<file path="src/rtl/timer_pkg.sv">
package timer_pkg;

    localparam int unsigned REG_AW = 8;

    localparam logic [REG_AW-1:0] OFS_IE   = 8'h00;
    localparam logic [REG_AW-1:0] OFS_STAT = 8'h04;
    localparam logic [REG_AW-1:0] OFS_CTRL = 8'h10;
    localparam logic [REG_AW-1:0] OFS_IVAL = 8'h14;
    localparam logic [REG_AW-1:0] OFS_CUR  = 8'h18;

    // control bit positions
    localparam int unsigned CB_RUN     = 0;
    localparam int unsigned CB_RELOAD  = 1;
    localparam int unsigned CB_FAST    = 2;
    localparam int unsigned CB_PRE_LSB = 4;

    typedef enum logic [2:0] {
        SEL_NONE,
        SEL_IE,
        SEL_STAT,
        SEL_CTRL,
        SEL_IVAL,
        SEL_CUR
    } reg_sel_e;

    function automatic reg_sel_e decode_addr(input logic [REG_AW-1:0] a);
        reg_sel_e s;
        case (a)
            OFS_IE:   s = SEL_IE;
            OFS_STAT: s = SEL_STAT;
            OFS_CTRL: s = SEL_CTRL;
            OFS_IVAL: s = SEL_IVAL;
            OFS_CUR:  s = SEL_CUR;
            default:  s = SEL_NONE;
        endcase
        return s;
    endfunction

endpackage

</file>
<file path="src/rtl/timer_prescaler.sv">
module timer_prescaler #(
    parameter int unsigned PRE_W = 3
) (
    input  logic             clk,
    input  logic             rst_n,
    input  logic             run,
    input  logic             use_fast,
    input  logic [PRE_W-1:0] pre_code,
    input  logic             tick_slow,
    input  logic             tick_fast,
    output logic             pre_tick
);
    localparam int unsigned DIV_W = (1 << PRE_W) - 1;

    typedef struct packed {
        logic [DIV_W-1:0] phase;
    } state_t;

    state_t st_d, st_q;
    logic             src_tick;
    logic [DIV_W-1:0] limit;
    logic             wrap;

    always_comb begin
        src_tick = use_fast ? tick_fast : tick_slow;
        limit    = (DIV_W'(1) << pre_code) - DIV_W'(1);
        wrap     = (st_q.phase >= limit);
        pre_tick = run && src_tick && wrap;

        st_d = st_q;
        if (!run) begin
            st_d.phase = '0;
        end else if (src_tick) begin
            st_d.phase = wrap ? '0 : st_q.phase + DIV_W'(1);
        end
    end

    always_ff @(posedge clk or negedge rst_n) begin
        if (!rst_n) st_q <= '0;
        else        st_q <= st_d;
    end

    // prescale phase restarts while stopped
    assert_pre_idle_R4: assert property (@(posedge clk) disable iff (!rst_n)
        !run |=> st_q.phase == '0);

    // phase advances only on the selected source
    assert_pre_src_R5: assert property (@(posedge clk) disable iff (!rst_n)
        (run && !(use_fast ? tick_fast : tick_slow)) |=> $stable(st_q.phase));

endmodule

</file>
<file path="src/rtl/timer_countdown.sv">
module timer_countdown #(
    parameter int unsigned WIDTH = 32
) (
    input  logic             clk,
    input  logic             rst_n,
    input  logic             run,
    input  logic             reload_mode,
    input  logic             pre_tick,
    input  logic             cur_wr,
    input  logic [WIDTH-1:0] cur_wdata,
    input  logic [WIDTH-1:0] interval,
    output logic [WIDTH-1:0] count,
    output logic             expire,
    output logic             halt
);
    typedef struct packed {
        logic [WIDTH-1:0] cnt;
    } state_t;

    state_t st_d, st_q;
    logic   step;
    logic   at_zero;

    always_comb begin
        step    = run && pre_tick && !cur_wr;
        at_zero = (st_q.cnt == '0);
        expire  = step && (st_q.cnt == WIDTH'(1));
        halt    = step && at_zero && !reload_mode;

        st_d = st_q;
        if (cur_wr) begin
            st_d.cnt = cur_wdata;
        end else if (step) begin
            if (!at_zero)         st_d.cnt = st_q.cnt - WIDTH'(1);
            else if (reload_mode) st_d.cnt = interval;
        end
    end

    always_ff @(posedge clk or negedge rst_n) begin
        if (!rst_n) st_q <= '0;
        else        st_q <= st_d;
    end

    assign count = st_q.cnt;

    // one step per prescaled tick
    assert_count_step_R3: assert property (@(posedge clk) disable iff (!rst_n)
        (run && pre_tick && !cur_wr && st_q.cnt != '0) |=> st_q.cnt == $past(st_q.cnt) - WIDTH'(1));

    // no tick, no write, no change
    assert_count_hold_R3: assert property (@(posedge clk) disable iff (!rst_n)
        (!cur_wr && !(run && pre_tick)) |=> $stable(st_q.cnt));

    // reload from interval at zero
    assert_reload_R7: assert property (@(posedge clk) disable iff (!rst_n)
        (run && pre_tick && !cur_wr && st_q.cnt == '0 && reload_mode) |=> st_q.cnt == $past(interval));

    // direct write wins
    assert_wr_prio_R11: assert property (@(posedge clk) disable iff (!rst_n)
        cur_wr |=> st_q.cnt == $past(cur_wdata));

endmodule

</file>
<file path="src/rtl/timer_regs.sv">
module timer_regs
    import timer_pkg::*;
#(
    parameter int unsigned WIDTH = 32,
    parameter int unsigned PRE_W = 3
) (
    input  logic             clk,
    input  logic             rst_n,
    input  logic             wr_en,
    input  reg_sel_e         sel,
    input  logic [WIDTH-1:0] wdata,
    input  logic             expire,
    input  logic             halt,
    output logic             ie,
    output logic             stat,
    output logic             run,
    output logic             reload,
    output logic             fast,
    output logic [PRE_W-1:0] pre,
    output logic [WIDTH-1:0] interval
);
    typedef struct packed {
        logic             ie;
        logic             stat;
        logic             run;
        logic             reload;
        logic             fast;
        logic [PRE_W-1:0] pre;
        logic [WIDTH-1:0] ival;
    } state_t;

    state_t st_d, st_q;
    logic   ctrl_wr;
    logic   stat_clr;

    always_comb begin
        ctrl_wr  = wr_en && (sel == SEL_CTRL);
        stat_clr = wr_en && (sel == SEL_STAT) && wdata[0];

        st_d = st_q;
        if (wr_en) begin
            case (sel)
                SEL_IE:   st_d.ie = wdata[0];
                SEL_CTRL: begin
                    st_d.run    = wdata[CB_RUN];
                    st_d.reload = wdata[CB_RELOAD];
                    st_d.fast   = wdata[CB_FAST];
                    st_d.pre    = wdata[CB_PRE_LSB +: PRE_W];
                end
                SEL_IVAL: st_d.ival = wdata;
                default:  ;
            endcase
        end
        if (halt && !ctrl_wr) st_d.run  = 1'b0;
        if (stat_clr)         st_d.stat = 1'b0;
        if (expire)           st_d.stat = 1'b1;
    end

    always_ff @(posedge clk or negedge rst_n) begin
        if (!rst_n) st_q <= '0;
        else        st_q <= st_d;
    end

    assign ie       = st_q.ie;
    assign stat     = st_q.stat;
    assign run      = st_q.run;
    assign reload   = st_q.reload;
    assign fast     = st_q.fast;
    assign pre      = st_q.pre;
    assign interval = st_q.ival;

    // pending flag only rises after an expiry
    assert_stat_src_R6: assert property (@(posedge clk) disable iff (!rst_n)
        $rose(st_q.stat) |-> $past(expire));

    // expiry beats a same-cycle clear
    assert_set_wins_R10: assert property (@(posedge clk) disable iff (!rst_n)
        expire |=> st_q.stat);

    // one-shot stop clears run
    assert_stop_R8: assert property (@(posedge clk) disable iff (!rst_n)
        (halt && !ctrl_wr) |=> !st_q.run);

endmodule

</file>
<file path="src/rtl/interval_timer.sv">
module interval_timer
    import timer_pkg::*;
#(
    parameter int unsigned WIDTH = 32,
    parameter int unsigned PRE_W = 3
) (
    input  logic              clk,
    input  logic              rst_n,
    input  logic              bus_sel,
    input  logic              bus_wr,
    input  logic [REG_AW-1:0] bus_addr,
    input  logic [WIDTH-1:0]  bus_wdata,
    output logic [WIDTH-1:0]  bus_rdata,
    input  logic              tick_slow,
    input  logic              tick_fast,
    output logic              irq
);
    reg_sel_e         sel;
    logic             wr_en;
    logic             cur_wr;
    logic             ie, stat, run, reload, fast;
    logic [PRE_W-1:0] pre;
    logic [WIDTH-1:0] interval;
    logic [WIDTH-1:0] count;
    logic             pre_tick;
    logic             expire, halt;

    always_comb begin
        sel    = decode_addr(bus_addr);
        wr_en  = bus_sel && bus_wr;
        cur_wr = wr_en && (sel == SEL_CUR);
    end

    timer_regs #(.WIDTH(WIDTH), .PRE_W(PRE_W)) u_regs (
        .clk      (clk),
        .rst_n    (rst_n),
        .wr_en    (wr_en),
        .sel      (sel),
        .wdata    (bus_wdata),
        .expire   (expire),
        .halt     (halt),
        .ie       (ie),
        .stat     (stat),
        .run      (run),
        .reload   (reload),
        .fast     (fast),
        .pre      (pre),
        .interval (interval)
    );

    timer_prescaler #(.PRE_W(PRE_W)) u_pre (
        .clk       (clk),
        .rst_n     (rst_n),
        .run       (run),
        .use_fast  (fast),
        .pre_code  (pre),
        .tick_slow (tick_slow),
        .tick_fast (tick_fast),
        .pre_tick  (pre_tick)
    );

    timer_countdown #(.WIDTH(WIDTH)) u_cnt (
        .clk         (clk),
        .rst_n       (rst_n),
        .run         (run),
        .reload_mode (reload),
        .pre_tick    (pre_tick),
        .cur_wr      (cur_wr),
        .cur_wdata   (bus_wdata),
        .interval    (interval),
        .count       (count),
        .expire      (expire),
        .halt        (halt)
    );

    always_comb begin
        bus_rdata = '0;
        case (sel)
            SEL_IE:   bus_rdata[0] = ie;
            SEL_STAT: bus_rdata[0] = stat;
            SEL_CTRL: begin
                bus_rdata[CB_RUN]             = run;
                bus_rdata[CB_RELOAD]          = reload;
                bus_rdata[CB_FAST]            = fast;
                bus_rdata[CB_PRE_LSB +: PRE_W] = pre;
            end
            SEL_IVAL: bus_rdata = interval;
            SEL_CUR:  bus_rdata = count;
            default:  bus_rdata = '0;
        endcase
        irq = ie && stat;
    end

endmodule

</file>
<file path="config.mk">
export PLATFORM = sky130hd
export DESIGN_NAME = interval_timer
export DESIGN_NICKNAME = d
export VERILOG_FILES = /design/src/rtl/timer_pkg.sv /design/src/rtl/timer_prescaler.sv /design/src/rtl/timer_countdown.sv /design/src/rtl/timer_regs.sv /design/src/rtl/interval_timer.sv
export SDC_FILE = /design/constraint.sdc
export NUM_CORES = 1
export LEC_CHECK = 0
export ABC_CLOCK_PERIOD_IN_PS = 7700
export BUFFER_PORTS_ARGS = -buffer_cell sky130_fd_sc_hd__buf_2
export CAP_MARGIN = 10
export CORE_MARGIN = 2
export CORE_UTILIZATION = 40
export CTS_CLUSTER_DIAMETER = 150
export DETAILED_ROUTE_END_ITERATION = 10
export PLACE_DENSITY_LB_ADDON = 0.1
export SKIP_CTS_REPAIR_TIMING = 1
export SLEW_MARGIN = 20
export SYNTH_ARGS = -nofsm -noshare
export SYNTH_HDL_FRONTEND = slang
export SYNTH_HIERARCHICAL = 1
export SYNTH_SLANG_ARGS = --single-unit
</file>
<file path="constraint.sdc">
create_clock -name clk -period 7.7 [get_ports clk]
set_clock_uncertainty 0.1 [all_clocks]
set_input_delay 1.155 -clock clk [delete_from_list [all_inputs] [get_ports clk]]
set_output_delay 1.155 -clock clk [all_outputs]
set_load 0.02 [all_outputs]
</file>
==> impl_metrics.py, run 1 <==
metrics = {
    "clock_tree": {
        "clk_latency_ns": 0.35,
        "cts_root_buf": "clkbuf_16",
        "clock-sinks": 79,
        "clkTransAtPathRegs_ns": 0.06,
        "cts_buffers": 9,
        "cts_buffer_depth": 2,
        "h-tree-depth": 3,
        "cts_tree": "yes",
    },
    "power": {
        "power_density_nw_per_um2": 174,
        "leakagePower_nw": 2.68,
        "ir_drop_v": 0.0000806,
    },
    "global_routing": {
        "grt_pass1_wl_microns": 25600,
        "grtUsageTotal_pct": 22.9,
        "overflow": 0,
        "antenna_found_initial": 0,
        "grt_pass1_vias": 4734,
        "grt_max_degree": 80,
    },
    "synth": {
        "synth_cell_types": 72,
        "yosysSeqAreaShare_pct": 37.0,
        "synthTopCellsByArea": "dfrtp_1 (37%), mux2_4 (8.4%), nor2_1 (4.8%), a22oi_1 (4.4%), mux2_2 (3.2%)",
        "syn_avg_cell_area_sq_um": 9.56,
        "synth_top_area_share_pct": 37.0,
        "synth_area_sq_um": 5350,
        "yosys.area.top_type": "dfrtp_1",
        "synth_cells": 559,
        "ys.flop_type": "dfrtp_1",
        "ys_seq_elements": 79,
        "async_flop_share_pct": 100,
        "synth_enable_flop_cells": 0,
        "mappedNetlistNets": 615,
        "ys.warnings.count": 6,
    },
    "setup_path": {
        "cp_max_fo": 45,
        "cp_common_cell": "buf_4",
        "worstPathArrival_ns": 4.08,
        "slowest_delay_ns": 0.50,
        "crit_family": "buffers and inverters",
        "critPathLaunchType": "input port",
        "crit_buf_inv": 4,
        "timing.reg2reg.setup_slack_ns": 3.91,
        "critPathKind": "in -> reg",
        "cp-end-kind": "flip-flop",
        "reg2reg_depth": 11,
        "required_ns": 7.83,
        "r2r-start": "u_regs/pre[1]",
        "slowest_stage": "inv_1",
        "worstPathCellList": "buf_2, nor4b_4, buf_4, nand2_1, nor2_4, buf_4, inv_1, o21ai_0, a21oi_1, a221o_1",
        "r2r-end": "u_cnt/count[25]",
    },
    "final_layout": {
        "final_util_pct": 47.0,
        "final_area_sq_um": 6180,
        "syn_to_final_growth_pct": 15.6,
        "drive_above_1_share_pct": 26.6,
        "final_nets": 679,
        "antenna_cells": 0,
    },
    "sta": {
        "maxSlewViolCount": 0,
        "relSlewSlack_pct": 24.0,
        "rsz0062_at_grt": "false",
        "hold_violations": 0,
        "min_period_ns": 3.95,
        "whs_ns": 0.437,
        "finalSetupTns_ns": 0,
        "fmax_ghz": 0.253,
        "timing.final.crit_share_pct": 51.3,
        "max_slew.worst_pin.slew_ns": 1.13,
        "setup_violations": 0,
    },
    "detailed_routing": {
        "vias": 4871,
        "firstDrtPassIters": 5,
        "drt-initial-drc-count": 455,
        "drc": 0,
        "drtAntennaViolNets": 0,
        "vias_per_cell": 6.06,
        "drt_wl_total_microns": 16000,
        "routedWlPerCell_microns": 19.8,
    },
    "floorplan": {
        "die_w_microns": 120,
        "io_pins": 79,
        "start_util_pct": 40.7,
        "chipHeight_microns": 120,
        "core_sq_um": 13100,
        "num_rows": 42,
        "dieArea_sq_um": 14300,
    },
    "place": {
        "dp_hpwl_microns": 10900,
        "placed_area_sq_um": 5810,
        "io_buffers": 78,
        "gp_congestion": 0.845,
    },
    "worst_hold_path": {
        "min_from": "u_regs/ie",
        "holdPathStages": 1,
        "whs_endpoint": "u_regs/ie",
        "min_path_type": "reg -> reg",
    },
    "job": {
        "cap_viol_max_count": 0,
    },
    "status": {
        "status": "complete, no violations",
    },
}
## per-layer routing
| metal | wire length, microns | global-route usage, % | vias up | part of all wire [%] |
|---|---|---|---|---|
| met5 | 0 | 0 | - | 0 |
| met4 | 359 | 10.1 | 0 | 2.2 |
| met3 | 1030 | 3.47 | 27 | 6.4 |
| met2 | 7130 | 34.0 | 193 | 45 |
| met1 | 7440 | 33.0 | 2390 | 47 |
| li1 | - | - | 2261 | - |
## cell usage after synthesis, types with 6 or more instances
library cell	n
buf_6	11
nor2_1	68
nand2_1	39
ha_1	10
a21oi_1	17
nor3_1	29
a22oi_1	31
a31oi_1	11
nor4_1	12
o21ai_0	18
a2bb2oi_1	6
nand4_1	10
mux2_2	15
mux2_4	30
inv_1	15
nand3_1	16
mux2i_1	6
dfrtp_1	79
a211oi_1	6
clkbuf_1	16
or3_1	9
o31ai_1	6
## how the worst max path moves through the flow
stage,to,cells past startpoint,from
finish,u_cnt/count[26],10,bus_addr[2]
global route,u_cnt/count[26],10,bus_addr[2]
CTS,u_cnt/count[26],10,bus_addr[2]
detailed placement,u_cnt/count[26],10,bus_addr[2]
global placement,u_cnt/count[26],10,bus_addr[2]
floorplan,bus_rdata[23],5,bus_addr[2]
## where the power goes
group	total [W]	leakage (nW)	switching, W	internal, W
clock network	0.000532	0.176	0.000181	0.000351
logic	0.0000976	1.43	0.0000557	0.0000419
registers	0.000447	1.07	0.0000174	0.000430
total	0.00108	2.68	0.000255	0.000822
## metrics by stage
stage / std cells / power, W / worst slack, ns
final: 804 / 0.00108 / 3.75
after global routing: 804 / 0.00112 / 3.53
after CTS: 804 / 0.00109 / 3.77
after detailed placement: 788 / 0.000551 / 3.40
after global placement: 788 / 0.000550 / 3.48
after floorplan: 559 / 0.000508 / 4.18
## cells in the final DEF (no fill, tap or decap), drive strengths merged, types with 6 or more instances in the layout
master	Yosys	routed
a22oi	31	31
a211oi	7	7
a2bb2oi	6	6
nand2	40	40
a21oi	17	17
nor3	29	29
ha	10	10
a31oi	11	11
dfrtp	79	79
inv	15	15
mux2i	6	6
nor4	14	14
clkbuf	16	9
o21ai	21	21
nand3	16	16
o31ai	6	6
mux2	45	45
buf	16	85
or3	10	10
nor2	68	68
nand4	10	10
## registers in the layout (all words and copies together), names as in the netlist
register and count:
u_regs/interval 32, u_cnt/count 32, u_regs/run 1, u_regs/stat 1, u_regs/fast 1, u_regs/pre 3
u_regs/ie 1, u_pre/st_q 7, u_regs/reload 1
## cells by family (layout without fill, tap and decap cells)
kind of cell	Yosys count	after routing	share of synthesized area (%)
AOI/OAI and AO/OA	142	142	19.2
xor gates and xnor gates	7	7	1.15
adders and majority gates	10	10	2.34
buffers and inverters	47	116	5.01
DFF	79	79	37.0
muxes	52	52	13.1
and+or+nand+nor	222	222	22.1
## area by class of cell
class | count | area [sq um]
sequential | 79 | 1980
multi-input combinational | 433 | 3110
fill | 1288 | 6960
inverter | 15 | 56.3
timing repair buffer | 85 | 449
clock buffer | 9 | 225
tap | 176 | 220
clock inverter | 7 | 145
(Power assumes the default switching activity.)
==> inputs of run 2 (changes only) <==
--- a/config.mk
+++ b/config.mk
@@ -5,7 +5,8 @@
 export SDC_FILE = /design/constraint.sdc
 export NUM_CORES = 1
 export LEC_CHECK = 0
-export ABC_CLOCK_PERIOD_IN_PS = 7700
+export ABC_AREA = 1
+export ABC_CLOCK_PERIOD_IN_PS = 3500
 export BUFFER_PORTS_ARGS = -buffer_cell sky130_fd_sc_hd__buf_2
 export CAP_MARGIN = 10
 export CORE_MARGIN = 2
==> constraint.sdc (replaced) <==
create_clock -name clk -period 3.5 [get_ports clk]
set_clock_uncertainty 0.1 [all_clocks]
set_input_delay 0.525 -clock clk [delete_from_list [all_inputs] [get_ports clk]]
set_output_delay 0.525 -clock clk [all_outputs]
set_load 0.02 [all_outputs]
==> run 2 against run 1 <==
Against the previous run:
- via count rose by 26%
- global-route usage increased by 0.10 points
- sequential power increased to 3.0 times the previous value
- hold slack got worse by 0.31 ns
- cell area grew 11%
- synthesized cell count up 71%
- sequential share of layout area fell by 3.1 points
- final cell count up 50%
- register-to-register slack got worse by 3.1 ns
- critical path type is now reg -> reg
- largest cell class unchanged
- first-iteration DRC count rose by 3.3%
- critical path depth is 3 higher
- die area up 12%
==> impl_metrics.py, run 2 <==
metrics = {
    "synth": {
        "synth_top_area_share_pct": 32.8,
        "ys.flop_type": "dfrtp_1",
        "synth_cell_types": 27,
        "yosys.area.top_type": "dfrtp_1",
        "synth_enable_flop_cells": 0,
        "yosysMostFrequentCell": "nand2_1",
        "synth_area_sq_um": 6030,
        "async_flop_share_pct": 100,
        "yosysSeqAreaShare_pct": 32.8,
        "synthTopCellsByArea": "dfrtp_1 (33%), nand2_1 (23%), nand3_1 (14%), nor2_1 (7.3%), inv_1 (3.7%)",
        "syn_avg_cell_area_sq_um": 6.31,
        "synth_common_cells": "nand2_1 (376), nand3_1 (168), nor2_1 (118)",
        "synth_cells": 956,
        "mappedNetlistNets": 1012,
        "ys_seq_elements": 79,
        "ys.warnings.count": 6,
    },
    "sta": {
        "finalSetupTns_ns": 0,
        "timing.final.crit_share_pct": 76.3,
        "maxSlewViolCount": 0,
        "setup_violations": 0,
        "fmax_ghz": 0.374,
        "layout_setup_ws_ns": 0.829,
        "relSlewSlack_pct": 48.7,
        "min_period_ns": 2.67,
        "hold_violations": 0,
        "rsz0062_at_grt": "false",
        "max_slew.worst_pin.slew_ns": 0.769,
    },
    "place": {
        "dp_hpwl_microns": 12900,
        "post-place-ws_ns": 0.767,
        "io_buffers": 78,
        "gp_congestion": 0.926,
        "dp_cells": 1193,
    },
    "global_routing": {
        "grt_pass1_vias": 5735,
        "grtUsageTotal_pct": 23.0,
        "overflow": 0,
        "antenna_found_initial": 0,
        "grt_pass1_wl_microns": 29800,
        "grt_max_degree": 80,
    },
    "worst_hold_path": {
        "min_path_type": "in -> async",
    },
    "clock_tree": {
        "clkTransAtPathRegs_ns": 0.06,
        "cts_tree": "yes",
        "h-tree-depth": 3,
        "cts_buffers": 9,
        "clk_latency_ns": 0.35,
        "cts_root_buf": "clkbuf_16",
        "clock-sinks": 79,
        "cts_buffer_depth": 2,
    },
    "floorplan": {
        "die_w_microns": 127,
        "num_rows": 44,
        "core_sq_um": 14600,
        "start_util_pct": 41.2,
        "chipHeight_microns": 127,
        "io_pins": 79,
        "dieArea_sq_um": 16100,
    },
    "detailed_routing": {
        "wl_met3_microns": 904,
        "firstDrtPassIters": 5,
        "drc": 0,
        "wl_met1_microns": 8650,
        "vias": 6147,
        "drt-initial-drc-count": 470,
        "drt_wl_total_microns": 17700,
        "top_layer": "met4",
        "vias_per_cell": 5.09,
        "routedWlPerCell_microns": 14.7,
        "drtAntennaViolNets": 0,
        "wl_met2_microns": 7950,
    },
    "final_layout": {
        "num-fill-cells": 1575,
        "antenna_cells": 0,
        "multiInputGateArea_sq_um": 3520,
        "layout_common_cells": "nand2_1 (376), nand3_1 (168), nor2_1 (117)",
        "drive_above_1_share_pct": 14.7,
        "fin_cells": 1208,
        "final_nets": 1076,
        "final_common_cell": "nand2_1",
        "seq_area_sq_um": 1980,
        "syn_to_final_growth_pct": 13.5,
    },
    "setup_path": {
        "worstPathCellList": "nor2_1, nand2_1, ha_1, nand4_1, nor2_1, o21ai_0, inv_1, nand2_1, inv_1, nand4_1, nor4_1, inv_1, nand2_1",
        "slowest_delay_ns": 0.49,
        "crit_buf_inv": 3,
        "slowest_stage": "nor4_1",
        "crit_family": "simple AND/OR/NAND/NOR gates",
        "critPathKind": "reg -> reg",
        "worstPathArrival_ns": 2.86,
        "cp_max_fo": 7,
        "critPathLaunchType": "flip-flop",
        "cp-end-kind": "flip-flop",
        "timing.reg2reg.setup_slack_ns": 0.83,
        "required_ns": 3.69,
    },
    "power": {
        "power_density_nw_per_um2": 637,
        "leakagePower_nw": 3.95,
        "ir_drop_v": 0.000321,
    },
    "status": {
        "status": "complete, no violations",
    },
    "job": {
        "cap_viol_max_count": 0,
    },
}
[run 2: cell count changes after synthesis, moves of 13 or more]
cell,before,now
nor3_1,29,0
buf_4,1,14
mux2_4,30,0
nor2_1,68,118
nand2_1,39,376
a22oi_1,31,0
nand3_1,16,168
mux2_2,15,0
inv_1,15,60
[run 2: logic make-up (layout without fill, tap and decap cells)]
kind of cell | Yosys count | count (layout) | synth area share, %
AOI/OAI and AO/OA | 39 | 39 | 3.78
xor gates and xnor gates | 10 | 10 | 1.45
adders and majority gates | 10 | 10 | 2.08
buffers and inverters | 105 | 173 | 8.84
DFF | 79 | 79 | 32.8
and+or+nand+nor | 713 | 713 | 51.1
[run 2: final cells by class]
cell class              instances  share of cell area (%)
multi-input cells             772                    51.5
repair buffers                 93                    7.63
clock buffers                  12                    3.75
well taps                     184                    3.37
clock inverters                 3                    1.32
flip-flops and latches         79                    28.9
inverters                      65                    3.57
[run 2: power by group]
group | leakage (nW) | switching (W) | internal [W]
Sequential | 1.08 | 0.000267 | 0.00107
Combinational | 2.71 | 0.00128 | 0.000626
Clock | 0.169 | 0.000379 | 0.000732
[run 2: path summary, 6_finish.rpt]
kind / startpoint / end / depth (start not counted)
worst max-delay path: u_regs/pre[1] / u_regs/stat / 13
worst min-delay path: rst_n / u_pre/st_q[1] / 1
worst max register to register: u_regs/pre[1] / u_regs/stat / 13
worst min register to register: u_regs/interval[8] / u_regs/interval[8] / 2
max in group asynchronous: rst_n / u_regs/interval[8] / 1
min in group clk: bus_wdata[7] / u_regs/interval[7] / 3
[run 2: worst reg2reg max path, stage by stage (launching register included)]
cell and delay (ns):
dfrtp_1 0.46, nor2_1 0.20, nand2_1 0.07, ha_1 0.28, nand4_1 0.10, nor2_1 0.21
o21ai_0 0.14, inv_1 0.07, nand2_1 0.09, inv_1 0.13, nand4_1 0.09, nor4_1 0.49
inv_1 0.11, nand2_1 0.08
[run 2: metal layers]
layer  vias to the layer above  global-route usage, %
li1                       3169                      -
met1                      2813                   33.3
met2                       147                   35.8
met3                        18                   4.26
met4                         0                   5.49
met5                         -                      0
[run 2: per-stage QoR]
step                      power, W  instance area [sq um]  hold slack [ns]  utilization (%)
after global placement     0.00322                   6490            0.384             44.3
after detailed placement   0.00322                   6490            0.386             44.3
after CTS                  0.00435                   6840            0.290             46.7
after floorplan            0.00270                   6030            0.129                -
final                      0.00436                   6840            0.126             46.7
after global routing       0.00468                   6840            0.191             46.7
